**src/rtl/hbr_pkg.sv**
```systemverilog
// Shared constants for the host bridge control register file.
// Assumes 32-bit words and word indices equal to byte offset >> 2.
package hbr_pkg;
    localparam int DATA_W   = 32;
    localparam int NUM_REGS = 28;
    localparam int IDX_W    = $clog2(NUM_REGS);
    localparam int ADDR_W   = IDX_W + 2;

    // Word indices whose behaviour differs from plain storage
    localparam int IX_GCFG  = 1;
    localparam int IX_EDGE  = 9;
    localparam int IX_POL   = 11;
    localparam int IX_ENSET = 12;
    localparam int IX_ENCLR = 13;
    localparam int IX_EN    = 14;
    localparam int IX_ISR   = 15;
    localparam int RST_BIT  = 2;

    // Reset value of each word index
    function automatic logic [DATA_W-1:0] reset_value(input int idx);
        case (idx)
            0:       return 32'h0000_0C40;
            1:       return 32'h0000_1384;
            2:       return 32'h2BFF_8010;
            3:       return 32'h255E_0091;
            4:       return 32'h0000_6140;
            7:       return 32'h0000_01FF;
            8:       return 32'h0000_01FF;
            26:      return 32'h0000_0008;
            27:      return 32'h1000_0000;
            default: return '0;
        endcase
    endfunction
endpackage

```
**src/rtl/hbr_addr_dec.sv**
```systemverilog
// Address decoder: turns a byte offset into a word index and a hit flag.
// Assumes word accesses only; the two low address bits are dropped.
module hbr_addr_dec #(
    parameter int ADDR_W   = 7,
    parameter int NUM_REGS = 28,
    parameter int IDX_W    = 5
) (
    input  logic [ADDR_W-1:0] addr,
    output logic [IDX_W-1:0]  idx,
    output logic              hit
);
    localparam int WORD_W = ADDR_W - 2;

    logic [WORD_W-1:0] word;

    // Word index and range check
    always_comb begin
        word = addr[ADDR_W-1:2];
        idx  = IDX_W'(word);
        hit  = (int'(word) < NUM_REGS);
    end
endmodule

```
**src/rtl/hbr_ien_unit.sv**
```systemverilog
// Interrupt enable word. It changes only through set/clear alias writes.
// Assumes at most one of set_wr / clr_wr is high in a cycle.
module hbr_ien_unit #(
    parameter int DATA_W = 32
) (
    input  logic              clk,
    input  logic              rst_n,
    input  logic              set_wr,
    input  logic              clr_wr,
    input  logic [DATA_W-1:0] wdata,
    output logic [DATA_W-1:0] ien
);
    // Enable word update
    always_ff @(posedge clk) begin
        if (!rst_n)      ien <= '0;
        else if (set_wr) ien <= ien | wdata;
        else if (clr_wr) ien <= ien & ~wdata;
    end


    property p_set;
        @(posedge clk) disable iff (!rst_n)
        set_wr |=> ((ien & $past(wdata)) == $past(wdata));
    endproperty
    ien_set_chk: assert property (p_set);


    property p_clr;
        @(posedge clk) disable iff (!rst_n)
        clr_wr |=> ((ien & $past(wdata)) == '0);
    endproperty
    ien_clr_chk: assert property (p_clr);


    property p_hold;
        @(posedge clk) disable iff (!rst_n)
        (!set_wr && !clr_wr) |=> $stable(ien);
    endproperty
    ien_hold_chk: assert property (p_hold);
endmodule

```
**src/rtl/hbr_rstreq_gen.sv**
```systemverilog
// Reset request generator: pulses on a software 0->1 move of the trigger bit.
// Assumes cur_bit is the stored trigger bit before the write lands.
module hbr_rstreq_gen (
    input  logic clk,
    input  logic rst_n,
    input  logic cfg_wr,
    input  logic cur_bit,
    input  logic new_bit,
    output logic req
);
    // Registered one-cycle request
    always_ff @(posedge clk) begin
        if (!rst_n) req <= 1'b0;
        else        req <= cfg_wr & ~cur_bit & new_bit;
    end


    property p_pulse;
        @(posedge clk) disable iff (!rst_n)
        req |=> !req;
    endproperty
    rst_pulse_chk: assert property (p_pulse);
endmodule

```
**src/rtl/hbr_ctl_regs.sv**
```systemverilog
// Host bridge control register file: 28 words, set/clear enable aliases,
// live status capture and a software reset trigger.
// Assumes one full-word access per cycle and synchronous active-low reset.
module hbr_ctl_regs
    import hbr_pkg::*;
#(
    parameter int AW = ADDR_W,
    parameter int DW = DATA_W
) (
    input  logic          clk,
    input  logic          rst_n,
    input  logic          bus_sel,
    input  logic          bus_we,
    input  logic [AW-1:0] bus_addr,
    input  logic [DW-1:0] bus_wdata,
    output logic [DW-1:0] rd_data,
    input  logic [DW-1:0] irq_pending,
    output logic [DW-1:0] irq_enable,
    output logic [DW-1:0] irq_edge,
    output logic [DW-1:0] irq_pol,
    output logic          sys_reset_req
);
    logic [IDX_W-1:0] idx;
    logic             hit;
    logic             wr_ok;
    logic [DW-1:0]    bank [NUM_REGS];
    logic [DW-1:0]    ien;

    hbr_addr_dec #(.ADDR_W(AW), .NUM_REGS(NUM_REGS), .IDX_W(IDX_W)) u_dec (
        .addr (bus_addr),
        .idx  (idx),
        .hit  (hit)
    );

    assign wr_ok = bus_sel & bus_we & hit;

    hbr_ien_unit #(.DATA_W(DW)) u_ien (
        .clk    (clk),
        .rst_n  (rst_n),
        .set_wr (wr_ok && (int'(idx) == IX_ENSET)),
        .clr_wr (wr_ok && (int'(idx) == IX_ENCLR)),
        .wdata  (bus_wdata),
        .ien    (ien)
    );

    hbr_rstreq_gen u_rst (
        .clk     (clk),
        .rst_n   (rst_n),
        .cfg_wr  (wr_ok && (int'(idx) == IX_GCFG)),
        .cur_bit (bank[IX_GCFG][RST_BIT]),
        .new_bit (bus_wdata[RST_BIT]),
        .req     (sys_reset_req)
    );

    // One storage element per word index; the variant depends on the index
    for (genvar i = 0; i < NUM_REGS; i++) begin : g_word
        if (i == IX_EN) begin : g_en
            assign bank[i] = ien;
        end else if (i == IX_ISR) begin : g_isr
            logic [DW-1:0] q;
            // Status word follows the pending vector each cycle
            always_ff @(posedge clk) begin
                if (!rst_n) q <= '0;
                else        q <= irq_pending;
            end
            assign bank[i] = q;
        end else begin : g_plain
            logic [DW-1:0] q;
            // Plain storage word with its own reset value
            always_ff @(posedge clk) begin
                if (!rst_n)                             q <= reset_value(i);
                else if (wr_ok && (int'(idx) == i))     q <= bus_wdata;
            end
            assign bank[i] = q;
        end
    end

    // Registered read port; undefined offsets read as zero
    always_ff @(posedge clk) begin
        if (!rst_n)                 rd_data <= '0;
        else if (bus_sel && !bus_we) rd_data <= hit ? bank[idx] : '0;
    end

    assign irq_enable = ien;
    assign irq_edge   = bank[IX_EDGE];
    assign irq_pol    = bank[IX_POL];


    property p_undef_rd;
        @(posedge clk) disable iff (!rst_n)
        (bus_sel && !bus_we && !hit) |=> (rd_data == '0);
    endproperty
    undef_read_chk: assert property (p_undef_rd);


    property p_isr;
        @(posedge clk) disable iff (!rst_n)
        (bus_sel && !bus_we && (int'(bus_addr[AW-1:2]) == IX_ISR))
            |=> (rd_data == $past(bank[IX_ISR]));
    endproperty
    isr_read_chk: assert property (p_isr);
endmodule

```
**config.mk**
```make
export PLATFORM = sky130hd
export DESIGN_NAME = hbr_ctl_regs
export DESIGN_NICKNAME = d
export VERILOG_FILES = /design/src/rtl/hbr_pkg.sv /design/src/rtl/hbr_addr_dec.sv /design/src/rtl/hbr_ien_unit.sv /design/src/rtl/hbr_rstreq_gen.sv /design/src/rtl/hbr_ctl_regs.sv
export SDC_FILE = /design/constraint.sdc
export NUM_CORES = 2
export LEC_CHECK = 0
export BUFFER_PORTS_ARGS = -buffer_cell sky130_fd_sc_hd__buf_4
export CORE_AREA = 2 2 337 339
export DETAILED_ROUTE_END_ITERATION = 10
export DIE_AREA = 0 0 339 341
export PLACE_DENSITY = 0.64
export SLEW_MARGIN = 25
export SYNTH_ARGS = -nofsm -noshare
export SYNTH_HDL_FRONTEND = slang
export SYNTH_HIERARCHICAL = 1
export SYNTH_SLANG_ARGS = --single-unit
```
**constraint.sdc**
```tcl
create_clock -name clk -period 2.68 [get_ports clk]
set_input_delay 0.134 -clock clk [delete_from_list [all_inputs] [get_ports clk]]
set_output_delay 0.134 -clock clk [all_outputs]
set_load 0.005 [all_outputs]
```
# == After elaboration in Yosys (flattened, before gate mapping) ==
# Index checks and enable logic that the tools add are counted.
# word_totals
reg_bits,929
output_inout_bits,129
wordCells,102
# op_classes
n_lt_le_gt_ge,2
eq_ne,25
mux,6
bitwise_logic,9
reduce_logical,30
# op_table
cell,count
32-bit binary-select mux with 5-bit select,1
32-bit 2-to-1 mux,5
"5-bit equality test, second input constant",14
"5-bit by 4-bit equality test with 1-bit output, second input constant",8
32-bit bitwise AND,1
32-bit NOT,1
32-bit bitwise OR,1
1-bit logical AND,27
"5-bit by 3-bit equality test with 1-bit output, second input constant",2
"6-bit >= comparator, second input constant",1
5-bit NOT with 6-bit output,1
"5-bit by 2-bit equality test with 1-bit output, second input constant",1
5-bit logical NOT,1
"5-bit less-than comparator, second input constant",1
1-bit bitwise AND,4
2-bit nonzero test,1
1-bit logical NOT,1
1-bit NOT,1

# == Longest topological paths before layout ==
# logic_depth
ltp_word,5
depth_mapped,11

# == By module ==
# The synthesis kept the hierarchy.
# modules_own_cells
mod,instances,cells_each,area_per_inst_um2,seq_area_each_um2
hbr_ctl_regs,1,4768,40960.5,17937.2
hbr_ien_unit,1,141,1346.3,640.6
hbr_addr_dec,1,6,42.5,0.0
hbr_rstreq_gen,1,2,30.0,20.0

# == Worst setup path before layout ==
# Ideal clock, no wire load.
# synth_path
path_kind,input -> register
startpoint,in bus_addr[6]
endpoint,reg (tool-made name)
arrival_time_ps,1709
required_ps,2565
setup_slack_ps,856
stages,10
n_path_buf,5
cell_sequence,buf_4 buf_2 nor2b_1 clkbuf_1 nand3_2 inv_2 buf_2 buf_2 nand2_1 a31o_1
# synth_rtl
item,line,source
from (decl),hbr_ctl_regs.sv:14,"input logic [AW-1:0] bus_addr,"

# == Worst setup path in the final report ==
# layout_path
startpoint,reg g_word[6].g_plain.q[16]
endpoint,reg rd_data[16]
# layout_via
elab_chain_cells,4
# layout_lines
item,line,source
from (decl),hbr_ctl_regs.sv:68,logic [DW-1:0] q;
from (signal assigned),hbr_ctl_regs.sv:71,if (!rst_n) q <= reset_value(i);
32-bit binary-select mux with 5-bit select,hbr_ctl_regs.sv:81,else if (bus_sel && !bus_we) rd_data <= hit ? bank[idx] : '0;
32-bit 2-to-1 mux (implied by the code) (2 in series),hbr_ctl_regs.sv:81,
32-bit 2-to-1 mux,hbr_ctl_regs.sv:81,
to (signal assigned),hbr_ctl_regs.sv:81,
to (decl),hbr_ctl_regs.sv:16,"output logic [DW-1:0] rd_data,"
# Every way passes these cells. The select of a mux whose other input is x is not followed.
# A chain may end at the register's enable or synchronous reset.

==> results.yml <==
run_status:
  status: "completed"
finish:
  nNetsFinal: 5003
  multi_input_comb_area_sq_mm: 0.0214
  antennaDiodeCount: 0
  fillers: 10707
  seqCellArea_sq_mm: 0.0186
  final_layout_size_suffix_gt1_frac: 0.135
  design_area_sq_mm: 0.0489
  finalNonFillerCells: 6505
  area_growth_pct: 15.5
flow_run:
  drv_cap: 0
clock_tree:
  cts_tree: "done"
  clockBufferDepth: 3
  htreeDepth: 3
  clock_latency_ns: 0.69
  clockRootBuffer: "clkbuf_16"
  cts_buffers: 97
  clock-sinks: 929
  cts.clk_slew.worst_paths_ns: 0.06
synthesis:
  synthCells: 4917
  seq_area_frac_synth: 0.439
  synth-async-reset-ratio: 0
  syn_avg_cell_area_sq_um: 8.62
  ys_ff_latch: 929
  synthesis.nets: 4992
  yosys_warnings: 6
  synth_edf_count: 0
  ys.flop_type: "dfxtp_1"
  synthDistinctLibCells: 47
  syn_area_sq_mm: 0.0424
sta:
  worst_slack_ns: 0.721
  tightest_slew_ns: 0.923
  fin_crit_ns: 1.96
  setup_viol: 0
  fin_crit_sh: 0.731
  clock.fmax_mhz: 510
  final.setup.tns_ns: 0
  grt_setup_unrepaired: "false"
  slew-limit-headroom: 0.385
  hold_viol: 0
  clock_skew_ns: 0.0210
  final_max_slew_viol_count: 0
power:
  switching_share: 0.240
  pwr-share-seq: 0.465
  internal_power_mw: 22.8
  p_sw_mw: 7.19
  comb_power_share: 0.066
  ir_drop_uv: 636
  p_per_area_mw_per_mm2: 613
  leakage_nw: 17.2
  p_total_mw: 30.0
  clock_power_share: 0.469
global_route:
  grt_overflow: 0
  grt_usage: 0.232
  grt_max_degree: 212
  grt_pass1_wl_um: 210000
  antenna_found_initial: 4
  grt_pass1_vias: 33876
worst_setup_path:
  crit_family: "compound AO/OA/AOI/OAI gates"
  slowest_delay_ns: 0.67
  critPathLaunchType: "register"
  timing_worst_setup_path_type: "register to register"
  crit_buf_inv: 0
  end_kind: "register"
  crit_chain: "mux4_2 > a22oi_1 > and4b_1 > a221oi_2"
  r2r_slack_ns: 0.72
  critPathRequiredTime_ns: 3.21
  slowest_stage: "a22oi_1"
  arrival_ns: 2.49
  critPathMaxFanout: 2
placement:
  place_inst: 6263
  place_congestion: 0.818
  portBuffers: 201
  dpl.hpwl_um: 84700
  placed_area_sq_mm: 0.0449
  place_ws_ns: 0.406
floorplan:
  core_area_sq_mm: 0.112
  row_count: 123
  pin_count: 204
  initial_utilization: 0.379
  dieHeight_um: 341
  die-area_sq_mm: 0.116
  dieWidth_um: 339
detailed_routing:
  dr.first_iter.drc_count: 3289
  via_count: 35429
  postRouteAntennaNets: 0
  drc: 0
  wl_per_cell_um: 21.3
  avgViaCountPerCell: 5.45
  wirelength_um: 138000
  drt_first_pass_iters: 6
min_path:
  hp-class: "input port to register"
flip-flops by register name, indices dropped and copies added (netlist names), named ones only:
register          flops
irq_edge             32
irq_pol              32
g_word.g_plain.q    768
u_rst/req             1
g_word.g_isr.q       32
rd_data              32
area by class of cell:
| class | count | share of cell area |
|---|---|---|
| clock buffer | 143 | 0.0597 |
| clock inverter | 33 | 0.00851 |
| inverter | 5 | 0.000383 |
| multi-input combinational | 3481 | 0.438 |
| sequential | 929 | 0.380 |
| tap | 1500 | 0.0383 |
| timing repair buffer | 414 | 0.0749 |
worst paths after layout:
path / cells past startpoint / endpoint / start
hold reg to reg: 2 / g_word[26].g_plain.q[27]$_SDFFE_PN0P_ / g_word[26].g_plain.q[27]$_SDFFE_PN0P_
hold / removal: 5 / g_word[26].g_plain.q[27]$_SDFFE_PN0P_ / bus_addr[5]
setup reg to reg: 4 / rd_data[16]$_SDFFE_PN0P_ / g_word[6].g_plain.q[16]$_SDFFE_PN0P_
setup / recovery: 4 / rd_data[16]$_SDFFE_PN0P_ / g_word[6].g_plain.q[16]$_SDFFE_PN0P_
per-stage QoR:
| step | hold WS, ns | util |
|---|---|---|
| finish | 0.100 | 0.437 |
| global route | 0.108 | 0.437 |
| CTS | 0.0601 | 0.437 |
| detailed placement | 0.347 | 0.402 |
| global placement | 0.346 | 0.402 |
| floorplan | 0.261 | - |
cells in the final DEF, fill, tap and decap left out, types with 35 or more instances in the layout:
cell and count:
a21boi_1 305, nand3_1 70, nand2_1 1761, dlygate4sd3_1 66
buf_4 316, o22ai_1 96, clkbuf_16 97, dfxtp_1 929
nor2_1 65, a21boi_0 470, mux4_2 96, mux2i_1 256
and3_1 37, and4b_1 35
cells in the mapped netlist (all sizes together), types with 35 or more instances:
| master | instances | share of area |
|---|---|---|
| a21boi | 775 | 0.14 |
| nand2 | 1761 | 0.16 |
| dfxtp | 929 | 0.44 |
| buf | 204 | 0.030 |
| clkbuf | 298 | 0.027 |
| and2 | 35 | 0.0052 |
| and3 | 37 | 0.0055 |
| mux2i | 256 | 0.060 |
| nand3 | 77 | 0.0096 |
| nor2 | 68 | 0.0061 |
| o22ai | 96 | 0.014 |
| and4b | 35 | 0.0083 |
| mux4 | 96 | 0.051 |
timing repair:
| action | CTS | global route |
|---|---|---|
| hold endpoints to repair | 895 | 0 |
| hold buffers | 66 | 0 |
| resized for setup | 0 | 0 |
| setup buffers | 0 | 0 |
kinds of logic after synthesis:
logic type             share of synthesized area
AO/OA/AOI/OAI                              0.189
AND/OR/NAND/NOR                            0.203
multiplexers                               0.111
buffers and inverters                     0.0572
flip-flops                                 0.439
power groups by stage:
stage	combinational (mW)	sequential (mW)	clock [mW]
3_3_place_gp	1.86	14.3	0
3_5_place_dp	1.87	14.3	0
5_1_grt	2.06	14.0	14.8
2_1_floorplan	1.25	14.2	0
4_1_cts	1.95	14.0	14.2
6_report	1.98	14.0	14.1
tightest hold or removal path, stage by stage:
cell and delay, ns:
buf_4 0.19, nand3b_4 0.15, nor3_4 0.10, nand2_1 0.08, a21boi_1 0.05
metal layers:
layer	up-vias	wire, um	track usage
li1	16611	-	-
met1	17358	60000	0.308
met2	1231	64500	0.384
met3	225	9880	0.0371
met4	4	4010	0.0767
met5	-	36	0
Note: power is estimated with default switching activity, not from simulation.
